`config.mk`:
```
export PLATFORM = sky130hd
export DESIGN_NAME = temp_lut_indexer
export DESIGN_NICKNAME = d
export VERILOG_FILES = /design/src/rtl/temp_lut_pkg.sv /design/src/rtl/temp_index_calc.sv /design/src/rtl/lut_table.sv /design/src/rtl/temp_lut_indexer.sv
export SDC_FILE = /design/constraint.sdc
export NUM_CORES = 1
export LEC_CHECK = 0
export BUFFER_PORTS_ARGS = -buffer_cell sky130_fd_sc_hd__buf_2
export CAP_MARGIN = 20
export CORE_AREA = 2 2 375 377
export DETAILED_ROUTE_END_ITERATION = 10
export DIE_AREA = 0 0 377 379
export PLACE_DENSITY_LB_ADDON = 0.12
export SLEW_MARGIN = 20
export SYNTH_ARGS = -nofsm -noshare
export SYNTH_HDL_FRONTEND = slang
export SYNTH_HIERARCHICAL = 1
export SYNTH_SLANG_ARGS = --single-unit
```
`constraint.sdc`:
```
create_clock -name clk -period 4.5 [get_ports clk]
set_input_delay 0.675 -clock clk [delete_from_list [all_inputs] [get_ports clk]]
set_output_delay 0.675 -clock clk [all_outputs]
set_load 0.03 [all_outputs]
```
`src/rtl/temp_lut_pkg.sv`:
```
package temp_lut_pkg;

  // Row number for a reading: (t + base) >> (frac + shift), floored at 0
  // and capped at max_idx.
  function automatic int unsigned lut_index_of(input int signed t_raw,
                                               input int unsigned frac_w,
                                               input int unsigned base_c,
                                               input int unsigned shift,
                                               input int unsigned max_idx);
    int signed   off;
    int unsigned q;
    off = t_raw + $signed(base_c << frac_w);
    if (off < 0) return 0;
    q = unsigned'(off) >> (frac_w + shift);
    if (q > max_idx) q = max_idx;
    return q;
  endfunction

  // True when the reading is colder than the first row's start.
  function automatic logic below_floor(input int signed t_raw,
                                       input int unsigned frac_w,
                                       input int unsigned base_c);
    return t_raw < -$signed(base_c << frac_w);
  endfunction

endpackage

```
`src/rtl/temp_index_calc.sv`:
```
module temp_index_calc
  import temp_lut_pkg::*;
#(
  parameter int TEMP_W       = 16,
  parameter int FRAC_W       = 8,
  parameter int BASE_C       = 40,
  parameter int FINE_SHIFT   = 1,
  parameter int COARSE_SHIFT = 2,
  parameter int FINE_DEPTH   = 72,
  parameter int COARSE_DEPTH = 36,
  parameter int IDX_W        = 7
) (
  input  logic              clk,
  input  logic              rst_n,
  input  logic              samp_valid,
  input  logic [TEMP_W-1:0] temp_in,
  input  logic              coarse_mode,
  output logic              s1_valid,
  output logic              s1_coarse,
  output logic [IDX_W-1:0]  s1_idx
);

  logic signed [TEMP_W-1:0] temp_s;
  int signed                temp_int;
  logic [IDX_W-1:0]         idx_fine;
  logic [IDX_W-1:0]         idx_coarse;
  logic                     below_range;  // event wire for checks

  assign temp_s   = temp_in;
  assign temp_int = int'(temp_s);

  always_comb begin
    idx_fine   = IDX_W'(lut_index_of(temp_int, FRAC_W, BASE_C, FINE_SHIFT,
                                     FINE_DEPTH - 1));
    idx_coarse = IDX_W'(lut_index_of(temp_int, FRAC_W, BASE_C, COARSE_SHIFT,
                                     COARSE_DEPTH - 1));
  end

  assign below_range = below_floor(temp_int, FRAC_W, BASE_C);

  always_ff @(posedge clk or negedge rst_n) begin
    if (!rst_n) begin
      s1_valid  <= 1'b0;
      s1_coarse <= 1'b0;
      s1_idx    <= '0;
    end else begin
      s1_valid <= samp_valid;
      if (samp_valid) begin
        s1_coarse <= coarse_mode;
        s1_idx    <= coarse_mode ? idx_coarse : idx_fine;
      end
    end
  end

  // a reading below the floor must land on row 0
  assert_low_clamp_R5: assert property (@(posedge clk) disable iff (!rst_n)
    (samp_valid && below_range) |=> (s1_idx == '0));

endmodule

```
`src/rtl/lut_table.sv`:
```
module lut_table #(
  parameter int DEPTH  = 72,
  parameter int DATA_W = 8,
  parameter int ADDR_W = 7
) (
  input  logic              clk,
  input  logic              rst_n,
  input  logic              we,
  input  logic [ADDR_W-1:0] waddr,
  input  logic [DATA_W-1:0] wdata,
  input  logic              rd_en,
  input  logic [ADDR_W-1:0] raddr,
  output logic [DATA_W-1:0] rdata
);

  logic [DATA_W-1:0] mem [DEPTH];
  logic              waddr_ok;
  logic              raddr_ok;

  assign waddr_ok = int'(waddr) < DEPTH;
  assign raddr_ok = int'(raddr) < DEPTH;

  always_ff @(posedge clk or negedge rst_n) begin
    if (!rst_n) begin
      for (int i = 0; i < DEPTH; i++) mem[i] <= '0;
    end else if (we && waddr_ok) begin
      mem[waddr] <= wdata;
    end
  end

  assign rdata = raddr_ok ? mem[raddr] : '0;

  // the clamp upstream keeps every selected read inside this table
  assert_read_in_range_R6: assert property (@(posedge clk) disable iff (!rst_n)
    rd_en |-> (int'(raddr) < DEPTH));

endmodule

```
`src/rtl/temp_lut_indexer.sv`:
```
module temp_lut_indexer #(
  parameter int TEMP_W       = 16,
  parameter int FRAC_W       = 8,
  parameter int BASE_C       = 40,
  parameter int FINE_SHIFT   = 1,
  parameter int COARSE_SHIFT = 2,
  parameter int FINE_DEPTH   = 72,
  parameter int COARSE_DEPTH = 36,
  parameter int DATA_W       = 8,
  localparam int MAX_DEPTH   = (FINE_DEPTH > COARSE_DEPTH) ? FINE_DEPTH : COARSE_DEPTH,
  localparam int IDX_W       = $clog2(MAX_DEPTH)
) (
  input  logic              clk,
  input  logic              rst_n,
  input  logic              samp_valid,
  input  logic [TEMP_W-1:0] temp_in,
  input  logic              coarse_mode,
  input  logic              tbl_we,
  input  logic              tbl_coarse,
  input  logic [IDX_W-1:0]  tbl_addr,
  input  logic [DATA_W-1:0] tbl_wdata,
  output logic              lut_valid,
  output logic [IDX_W-1:0]  lut_index,
  output logic [DATA_W-1:0] lut_data
);

  localparam int N_TABLES = 2;

  logic              s1_valid;
  logic              s1_coarse;
  logic [IDX_W-1:0]  s1_idx;
  logic [DATA_W-1:0] rd_data [N_TABLES];
  logic [1:0]        since_rst;

  temp_index_calc #(
    .TEMP_W(TEMP_W), .FRAC_W(FRAC_W), .BASE_C(BASE_C),
    .FINE_SHIFT(FINE_SHIFT), .COARSE_SHIFT(COARSE_SHIFT),
    .FINE_DEPTH(FINE_DEPTH), .COARSE_DEPTH(COARSE_DEPTH), .IDX_W(IDX_W)
  ) u_calc (
    .clk(clk), .rst_n(rst_n), .samp_valid(samp_valid), .temp_in(temp_in),
    .coarse_mode(coarse_mode), .s1_valid(s1_valid), .s1_coarse(s1_coarse),
    .s1_idx(s1_idx)
  );

  // Table 0 is the fine table, table 1 the coarse table.
  for (genvar g = 0; g < N_TABLES; g++) begin : g_tbl
    localparam int DEPTH_G = (g == 0) ? FINE_DEPTH : COARSE_DEPTH;
    logic we_g;
    logic rd_en_g;
    assign we_g    = tbl_we && (tbl_coarse == (g == 1));
    assign rd_en_g = s1_valid && (s1_coarse == (g == 1));
    lut_table #(.DEPTH(DEPTH_G), .DATA_W(DATA_W), .ADDR_W(IDX_W)) u_table (
      .clk(clk), .rst_n(rst_n), .we(we_g), .waddr(tbl_addr),
      .wdata(tbl_wdata), .rd_en(rd_en_g), .raddr(s1_idx), .rdata(rd_data[g])
    );
  end

  always_ff @(posedge clk or negedge rst_n) begin
    if (!rst_n) begin
      lut_valid <= 1'b0;
      lut_index <= '0;
      lut_data  <= '0;
    end else begin
      lut_valid <= s1_valid;
      if (s1_valid) begin
        lut_index <= s1_idx;
        lut_data  <= s1_coarse ? rd_data[1] : rd_data[0];
      end
    end
  end

  // Edge count since reset, for checks that look back in time
  always_ff @(posedge clk or negedge rst_n) begin
    if (!rst_n) since_rst <= '0;
    else if (since_rst != 2'd3) since_rst <= since_rst + 2'd1;
  end

  // the result strobe trails the sample strobe by two edges
  assert_latency_R2: assert property (@(posedge clk) disable iff (!rst_n)
    (since_rst == 2'd3) |-> (lut_valid == $past(samp_valid, 2)));

  // with no sample in flight the outputs hold
  assert_hold_R8: assert property (@(posedge clk) disable iff (!rst_n)
    !s1_valid |=> ($stable(lut_data) && $stable(lut_index)));

  // the coarse result never passes its last row
  assert_coarse_cap_R6: assert property (@(posedge clk) disable iff (!rst_n)
    (s1_valid && s1_coarse) |=> (int'(lut_index) < COARSE_DEPTH));

endmodule

```
==> results of run 1 <==
-- critical path: cells and delay by family, from the launching register on --
family	cells	cell delay (ps)
flip-flops	1	760
AND/OR/NAND/NOR	3	670
AO/OA/AOI/OAI	2	380
multiplexers	2	820
buffers and inverters	3	810
-- layer usage --
| layer | part of all wire, % | up-vias | global-route usage, % |
|---|---|---|---|
| li1 | - | 10319 | - |
| met1 | 46 | 13057 | 23.24 |
| met2 | 48 | 384 | 28.82 |
| met3 | 3.5 | 175 | 2.809 |
| met4 | 2.3 | 4 | 4.362 |
| met5 | 0.025 | - | 0 |
-- cell type report --
cell class / instances / area share [%]
tap: 1807 / 4.804
timing repair buffer: 126 / 2.300
multi-input combinational: 1653 / 38.77
clock inverter: 17 / 0.3190
inverter: 12 / 0.09570
clock buffer: 157 / 6.402
sequential: 889 / 47.30
antenna: 2 / 0.01063
-- power by group --
group          total, uW  switching, uW  internal (uW)
registers           8570            239           8330
logic               2350           1410            943
clock network       7970           3300           4670
total              18900           4950          13900
-- what timing repair did --
action                    CTS  global route
hold endpoints to repair    0            29
hold buffers                0             1
resized for setup           0             0
-- worst max-delay path by stage --
stage | endpoint | depth (start not counted)
after floorplan | g_tbl[0].u_table/mem[488] | 7
after global placement | lut_data[0] | 10
after detailed placement | g_tbl[0].u_table/mem[438] | 7
after CTS | lut_data[0] | 10
after global routing | lut_data[0] | 10
final | lut_data[0] | 10
-- flip-flops by register name (all words and copies together) (netlist names) --
signal / count
g_tbl.u_table/mem: 864
lut_data: 8
lut_index: 7
u_calc/s1_idx: 7
lut_valid: 1
u_calc/s1_coarse: 1
u_calc/s1_valid: 1
-- metrics by stage --
stage,hold WS (ps),setup slack [ps],utilization (%)
after floorplan,374.5,2179,-
after global placement,463.4,690.2,31.58
after detailed placement,474.3,727.9,31.59
after CTS,87.56,709.7,33.86
after global routing,172.2,664.2,33.89
final,219.7,887.1,33.90
==> impl_metrics.toml, run 1 <==
[die]
boundaryPins = 53
fp.dieArea_mm2 = 0.1429
core_region_area_mm2 = 0.1388
die_w_um = 377
die_height_um = 379
rows = 137
initial_utilization_pct = 29.89

[layout]
multiInputGateArea_mm2 = 0.01825
final_cells = 4663
seqCellArea_mm2 = 0.02226
final_cell_mix = "sky130_fd_sc_hd__dfrtp_1, sky130_fd_sc_hd__mux2_2, sky130_fd_sc_hd__mux4_2"
design_area_mm2 = 0.04707
finalNetCount = 2823
area_delta_synth_final_pct = 13.41
layout-drive-gt1-share_pct = 49.05
mostFrequentLayoutCell = "sky130_fd_sc_hd__dfrtp_1"
fillers = 13365

[sta]
max-slew-margin-rel_pct = 26.51
worst-slew-pin-transition_ps = 1102
share_of_the_clock_period_used_by_the_worst_path_pct = 80.29
hold_violations = 0
max_freq_mhz = 276.8
skew_ps = 23.27
maxSlewViolCount = 0
totalNegativeSetupSlack_ps = 0
finalWorstPathRequiredPeriod_ps = 3613
finalSetupViolations = 0
rsz0062_at_grt = "false"

[clock_tree]
postCtsSetupBuffers = 0
clk-insertion-delay-late_ps = 710
cts.reportedPaths.clkPinSlew_ps = 60
cts_htree_levels = 3
cts_buffers = 102
clock-sinks = 889
cts_root_buffer = "sky130_fd_sc_hd__clkbuf_16"
clk_path_buf_depth = 3
tritoncts_clock_tree = "built"

[power_and_ir_drop]
finalPower_uw = 18890
power_per_cell_area_mw_per_mm2 = 401.4
power.leakage_uw = 0.02213
vdd_drop_max_mv = 0.2997

[placement]
gp_congestion = 0.7876
hpwl_um = 78570
port_buffers = 43
dp.cells = 4485
post_dp_cell_area_mm2 = 0.04386

[grt]
grt.overflow.total = 0
grt_max_degree = 108
first_pass_grt_wire_length_um = 182100
grt_usage_pct = 17.24
antenna_found_initial = 3
grt_pass1_vias = 26425

[setup_path]
cp_slowest_cell = "sky130_fd_sc_hd__dfrtp_4"
worstSetupEndpointType = "flop"
crit_path_frequent_cell = "sky130_fd_sc_hd__buf_4"
reg2reg_setup_slack_ps = 890
critical_path.max_stage_delay_ps = 760
worst-setup-path-type = "flop to flop"
critPathMaxFanout = 20
worst_ep_arrival_time_ps = 4170
critPathLaunch = "u_calc/s1_idx[0]"
setup.worst_path.start_class = "flop"
timing.critical_path.cells = "buf_4 > mux4_2 > o22ai_1 > nor4_1 > nor4_1 > buf_4 > nand3_1 > mux2i_1 > buf_4 > a21oi_1"
worst-r2r-cell-count = 10
timing.critical_path.required_ps = 5060
reg2reg_from = "u_calc/s1_idx[0]"
timing.rr.end = "lut_data[0]"

[routing]
drtPass1Iterations = 5
drtIter0Drc = 1275
detail_route.wirelength_um = 121600
remaining_drc_errors = 0
detail-route-antenna-nets = 0
routed_via_density = 5.134
vias = 23939
wire_per_inst_um = 26.08

[worst_hold_path]
min_from = "samp_valid"
timing.hold.worst_path_depth = 1
timing.hold.worst_endpoint = "u_calc/s1_valid"
hp-class = "input pin to flop"

[synthesis]
synthCells = 2745
postSynthAreaPerCell_um2 = 15.12
synth.net_count = 2784
synth_warnings = 6
syn_area_mm2 = 0.04150

[job]
drv_cap = 0

[status]
outcome = "complete, no violations"
(Power assumes the default switching activity.)
==> run 2, diff against run 1 <==
- ABC_AREA: unset -> 1
- CORE_AREA: 2 2 375 377 -> 2 2 379 381
- DIE_AREA: 0 0 377 379 -> 0 0 381 383
- clock period: 4.5 -> 3.4 ns (I/O delays scaled with it)
==> run 2 against run 1 <==
Synthesized cell count is 100% higher; first-iteration DRC count is 100% higher; cell area is 4.2% higher; critical endpoint is now lut_data[1]; largest cell class unchanged; largest power group is now clock.
==> impl_metrics.toml, run 2 <==
[setup_path]
worstSetupEndpointType = "flop"
timing.critical_path.required_ps = 4050
critical_path.max_stage_delay_ps = 600
setup.worst_path.start_class = "flop"
reg2reg_setup_slack_ps = 450
worst_ep_arrival_time_ps = 3590
path_delay_family = "compound AO/OA/AOI/OAI gates"
crit_path_frequent_cell = "sky130_fd_sc_hd__nand3_1"
worst-setup-path-type = "flop to flop"
critPathMaxFanout = 30
timing.critical_path.cells = "inv_4 > buf_12 > nand2_1 > nand3_1 > a21oi_1 > o21ai_0 > o21ai_0 > a21oi_1 > nand3_1 > nand3_1"
cp_slowest_cell = "sky130_fd_sc_hd__dfrtp_4"
worst-path-buf-inv = 2

[die]
core_region_area_mm2 = 0.1423
fp.dieArea_mm2 = 0.1459
initial_utilization_pct = 29.71
boundaryPins = 53
rows = 139
die_w_um = 381
die_height_um = 383

[power_and_ir_drop]
vdd_drop_max_mv = 0.3982
power_per_cell_area_mw_per_mm2 = 551.1
power.leakage_uw = 0.02295

[clock_tree]
clk_path_buf_depth = 3
clk-insertion-delay-late_ps = 740
cts_root_buffer = "sky130_fd_sc_hd__clkbuf_16"
clock-sinks = 889
tritoncts_clock_tree = "built"
cts_htree_levels = 3
cts.reportedPaths.clkPinSlew_ps = 60
cts_buffers = 106

[routing]
wire_per_inst_um = 19.74
detail-route-antenna-nets = 0
drtPass1Iterations = 5
routed_via_density = 4.739
detail_route.wirelength_um = 147700
drtIter0Drc = 2551
vias = 35447
remaining_drc_errors = 0

[synthesis]
synth_warnings = 6
postSynthAreaPerCell_um2 = 7.696
syn_area_mm2 = 0.04227
synth.net_count = 5532
synthCells = 5493

[sta]
finalSetupViolations = 0
max_freq_mhz = 339.4
hold_violations = 0
skew_ps = 39.91
maxSlewViolCount = 0
finalWorstPathRequiredPeriod_ps = 2947
share_of_the_clock_period_used_by_the_worst_path_pct = 86.66
worst-slew-pin-transition_ps = 1075
holdWs_ps = 99.56
fin_ws_ps = 453.4
rsz0062_at_grt = "false"
max-slew-margin-rel_pct = 28.36
totalNegativeSetupSlack_ps = 0

[grt]
grt_pass1_vias = 33970
first_pass_grt_wire_length_um = 225300
grt_max_degree = 105
grt_usage_pct = 20.24
grt.overflow.total = 0
antenna_found_initial = 9

[layout]
finalNetCount = 5527
layout-drive-gt1-share_pct = 9.438
seqCellArea_mm2 = 0.02226
layout_top_registers = "g_tbl.u_table/mem (864), lut_data (8)"
mostFrequentLayoutCell = "sky130_fd_sc_hd__nand2_1"
area_delta_synth_final_pct = 16.05
multiInputGateArea_mm2 = 0.01709
final_cell_mix = "sky130_fd_sc_hd__nand2_1, sky130_fd_sc_hd__dfrtp_1, sky130_fd_sc_hd__o21ai_0"
fillers = 15397
regMostFlops = "g_tbl.u_table/mem"
design_area_mm2 = 0.04906
largest_register_ffs = 864

[job]
drv_cap = 0

[status]
outcome = "complete, no violations"

[placement]
port_buffers = 43
gp_congestion = 0.8203
hpwl_um = 92040
placement.setup.worst_slack_ps = 539.9
post_dp_cell_area_mm2 = 0.04546

[worst_hold_path]
hp-class = "input pin to flop"
-- run 2: cell count changes in the layout (fill, tap and decap cells not counted), sizes merged, moves of 29 or more --
cell / delta
a21oi: +58
a22oi: -29
buf: +135
clkinv: +39
inv: +337
mux2: -888
mux2i: -102
mux4: -181
nand2: +1967
nand3: +574
nor2: +109
o21ai: +833
-- run 2: timing repair --
action	CTS	global route
hold buffers	2	0
setup buffers	0	0
endpoints found under the hold margin	45	0
setup endpoints to repair	0	0
resized for setup	0	0
-- run 2: power by group --
part | leakage, uW | internal [uW] | total [uW] | switching (uW)
registers | 0.0121 | 11000 | 11300 | 279
logic | 0.00908 | 1130 | 4100 | 2970
clock network | 0.00179 | 6760 | 11600 | 4880
-- run 2: metrics by stage --
stage	utilization [%]	power (uW)	instances
after floorplan	-	13660	5493
after global placement	31.95	15620	7281
after detailed placement	31.95	15620	7281
after CTS	34.48	27460	7476
after global routing	34.48	28290	7478
final	34.48	27030	7480
-- run 2: worst reg2reg max path: cells and delay by family, from the launching register on --
| kind | cells | cell delay, ps |
|---|---|---|
| compound gates | 4 | 1170 |
| buf+inv | 2 | 690 |
| flops | 1 | 600 |
| simple gates | 4 | 410 |
-- run 2: cell type report --
| type | instances | share of cell area [%] |
|---|---|---|
| tap | 1903 | 4.853 |
| sequential | 889 | 45.37 |
| inverter | 363 | 2.831 |
| multi-input combinational | 3866 | 34.83 |
| clock inverter | 46 | 1.028 |
| timing repair buffer | 262 | 4.815 |
| clock buffer | 147 | 6.251 |
| antenna | 4 | 0.02040 |
-- run 2: final timing paths --
kind                       cells after the start              from                   endpoint
setup / recovery                              10  u_calc/s1_idx[0]                lut_data[1]
hold / removal                                 3       coarse_mode           u_calc/s1_coarse
setup reg to reg                              10  u_calc/s1_idx[0]                lut_data[1]
hold reg to reg                                2      lut_index[5]               lut_index[5]
max in group asynchronous                      4             rst_n  g_tbl[1].u_table/mem[126]
min in group asynchronous                      2             rst_n  g_tbl[0].u_table/mem[377]
-- run 2: layer usage --
layer  part of all wire (%)  wire (um)  vias up  global-route usage [%]
met2                     45      67130      618                   31.80
met1                     47      69740    17038                   28.50
met4                    3.4       5044        2                   6.807
li1                       -          -    17587                       -
met5                 0.0074         11        -                       0
met3                    3.9       5760      202                   2.955
==> run 3, diff against run 2 <==
- RECOVER_POWER: unset -> 25
==> run 3 against run 2 <==
Highest routed layer unchanged; cell area is 0.17% lower; sequential share of layout area is 0.075 points higher; critical path depth unchanged; die area stayed put; the run now ends with max-capacitance violations, max-slew violations left; combinational power barely moved; power hardly changed; routed wire length is essentially flat; non-clock buffer count did not move; largest cell class unchanged; utilization is 0.057 points lower; via count about the same; critical endpoint unchanged; setup slack better by 7.3 ps; final cell count barely moved.
==> impl_metrics.toml, run 3 (same netlist as run 2, synthesis figures left out) <==
[placement]
port_buffers = 43
dp.cells = 7281
gp_congestion = 0.8203
hpwl_um = 92040

[setup_path]
crit_path_frequent_cell = "sky130_fd_sc_hd__nand3_1"
worst_ep_arrival_time_ps = 3580
timing.critical_path.depth = 10
critPathMaxFanout = 30
timing.critical_path.required_ps = 4040
reg2reg_from = "u_calc/s1_idx[0]"
worst-path-buf-inv = 2
critical_path.max_stage_delay_ps = 600
worst-r2r-cell-count = 10
cp_slowest_cell = "sky130_fd_sc_hd__dfrtp_4"
timing.critical_path.cells = "inv_4 > buf_12 > nand2_1 > nand3_1 > a21oi_1 > o21ai_0 > o21ai_0 > a21oi_1 > nand3_1 > nand3_1"
worstSetupEndpointType = "flop"
worst-setup-path-type = "flop to flop"
reg2reg_setup_slack_ps = 460
setup.worst_path.start_class = "flop"
path_delay_family = "compound AO/OA/AOI/OAI gates"
timing.rr.end = "lut_data[1]"

[grt]
grt.overflow.total = 0
grt_usage_pct = 20.24
grt_max_degree = 105
first_pass_grt_wire_length_um = 225300
grt_pass1_vias = 33970
antenna_found_initial = 9

[sta]
rsz0062_at_grt = "false"
totalNegativeSetupSlack_ps = 0
maxSlewViolCount = 57
skew_ps = 39.81
max-slew-margin-rel_pct = -52.62
holdWs_ps = 101.4
finalWorstPathRequiredPeriod_ps = 2939
share_of_the_clock_period_used_by_the_worst_path_pct = 86.45
finalSetupViolations = 0
max_freq_mhz = 340.2
hold_violations = 0
worst-slew-pin-transition_ps = 2289

[layout]
regMostFlops = "g_tbl.u_table/mem"
mostFrequentLayoutCell = "sky130_fd_sc_hd__nand2_1"
layout-drive-gt1-share_pct = 9.169
largest_register_ffs = 864
finalNetCount = 5527
layout_top_registers = "g_tbl.u_table/mem (864), lut_data (8)"
area_delta_synth_final_pct = 15.86
fillers = 15415
final_cell_mix = "sky130_fd_sc_hd__nand2_1, sky130_fd_sc_hd__dfrtp_1, sky130_fd_sc_hd__o21ai_0"
final_cells = 7481

[die]
boundaryPins = 53
initial_utilization_pct = 29.71
rows = 139
die_height_um = 383
fp.dieArea_mm2 = 0.1459
die_w_um = 381
core_region_area_mm2 = 0.1423

[worst_hold_path]
hp-class = "input pin to flop"
min_from = "coarse_mode"
timing.hold.worst_path_depth = 3
timing.hold.worst_endpoint = "u_calc/s1_coarse"

[clock_tree]
postCtsSetupBuffers = 0
cts_htree_levels = 3
cts.reportedPaths.clkPinSlew_ps = 60
clock-sinks = 889
tritoncts_clock_tree = "built"
post_cts_resize_count = 0
cts_buffers = 106
clk-insertion-delay-late_ps = 740
cts_root_buffer = "sky130_fd_sc_hd__clkbuf_16"
clk_path_buf_depth = 3

[routing]
routed_via_density = 4.741
vias = 35470
detail_route.wirelength_um = 147600
detail-route-antenna-nets = 0
wire_per_inst_um = 19.73
drtIter0Drc = 2625
remaining_drc_errors = 0
drtPass1Iterations = 6

[status]
outcome = "complete, but fails checks"
violations = "max-capacitance violations, max-slew violations"

[power_and_ir_drop]
finalPower_uw = 27020
power_per_cell_area_mw_per_mm2 = 551.7
vdd_drop_max_mv = 0.3962
power.leakage_uw = 0.02289

[job]
drv_cap = 1
-- run 3: cell types whose count changed in the layout (fill, tap and decap cells not counted) --
cell                       change
sky130_fd_sc_hd__buf_4        -17
sky130_fd_sc_hd__clkbuf_1     +15
sky130_fd_sc_hd__clkbuf_2      +4
sky130_fd_sc_hd__buf_12        -1
sky130_fd_sc_hd__buf_2         -1
sky130_fd_sc_hd__buf_8         -1
sky130_fd_sc_hd__clkbuf_4      +1
sky130_fd_sc_hd__diode_2       +1
-- run 3: area by class of cell --
class / count / area, um2 / share of cell area [%]
Timing Repair Buffer: 262 / 2278 / 4.652
Antenna cell: 5 / 12.51 / 0.02555
Sequential cell: 889 / 22260 / 45.45
Tap cell: 1903 / 2381 / 4.862
Clock inverter: 46 / 504.2 / 1.030
Inverter: 363 / 1389 / 2.836
Clock buffer: 147 / 3067 / 6.261
Multi-Input combinational cell: 3866 / 17090 / 34.89
-- run 3: worst max path at each step --
stage	start	end	slack (ps)
after floorplan	tbl_we	g_tbl[0].u_table/mem[277]	1450
after global placement	u_calc/s1_idx[0]	lut_data[1]	540
after detailed placement	u_calc/s1_idx[0]	lut_data[1]	540
after CTS	u_calc/s1_idx[0]	lut_data[1]	520
after global routing	rst_n	g_tbl[0].u_table/mem[112]	210
final	u_calc/s1_idx[0]	lut_data[1]	460
-- run 3: layer usage --
layer	up-vias	wire length (um)	GRT usage (%)
met3	205	6017	2.955
met5	-	11	0
met4	2	5175	6.807
met2	635	66920	31.80
li1	17581	-	-
met1	17047	69480	28.50
-- run 3: worst reg2reg max path: cells and delay by family, from the launching register on --
kind,cells,cell delay [ps]
AOI/OAI and AO/OA,4,1160
DFF,1,600
and+or+nand+nor,4,410
buffers and inverters,2,700
-- run 3: power breakdown --
part           internal, uW  total (uW)  switching [uW]
combinational          1120        4090            2960
clock                  6760       11600            4880
sequential            11000       11300             279
total                 18900       27000            8120
-- run 3: per-stage QoR --
| step | util (%) | area [um2] | setup slack [ps] |
|---|---|---|---|
| after floorplan | - | 42270 | 1452 |
| after global placement | 31.95 | 45460 | 537.1 |
| after detailed placement | 31.95 | 45460 | 539.9 |
| after CTS | 34.48 | 49050 | 517.6 |
| after global routing | 34.42 | 48970 | 213.5 |
| final | 34.43 | 48980 | 460.7 |
-- run 3: timing repair --
item	in CTS	in global routing
hold endpoints to repair	45	0
hold buffers	2	0
setup endpoints to repair	0	0
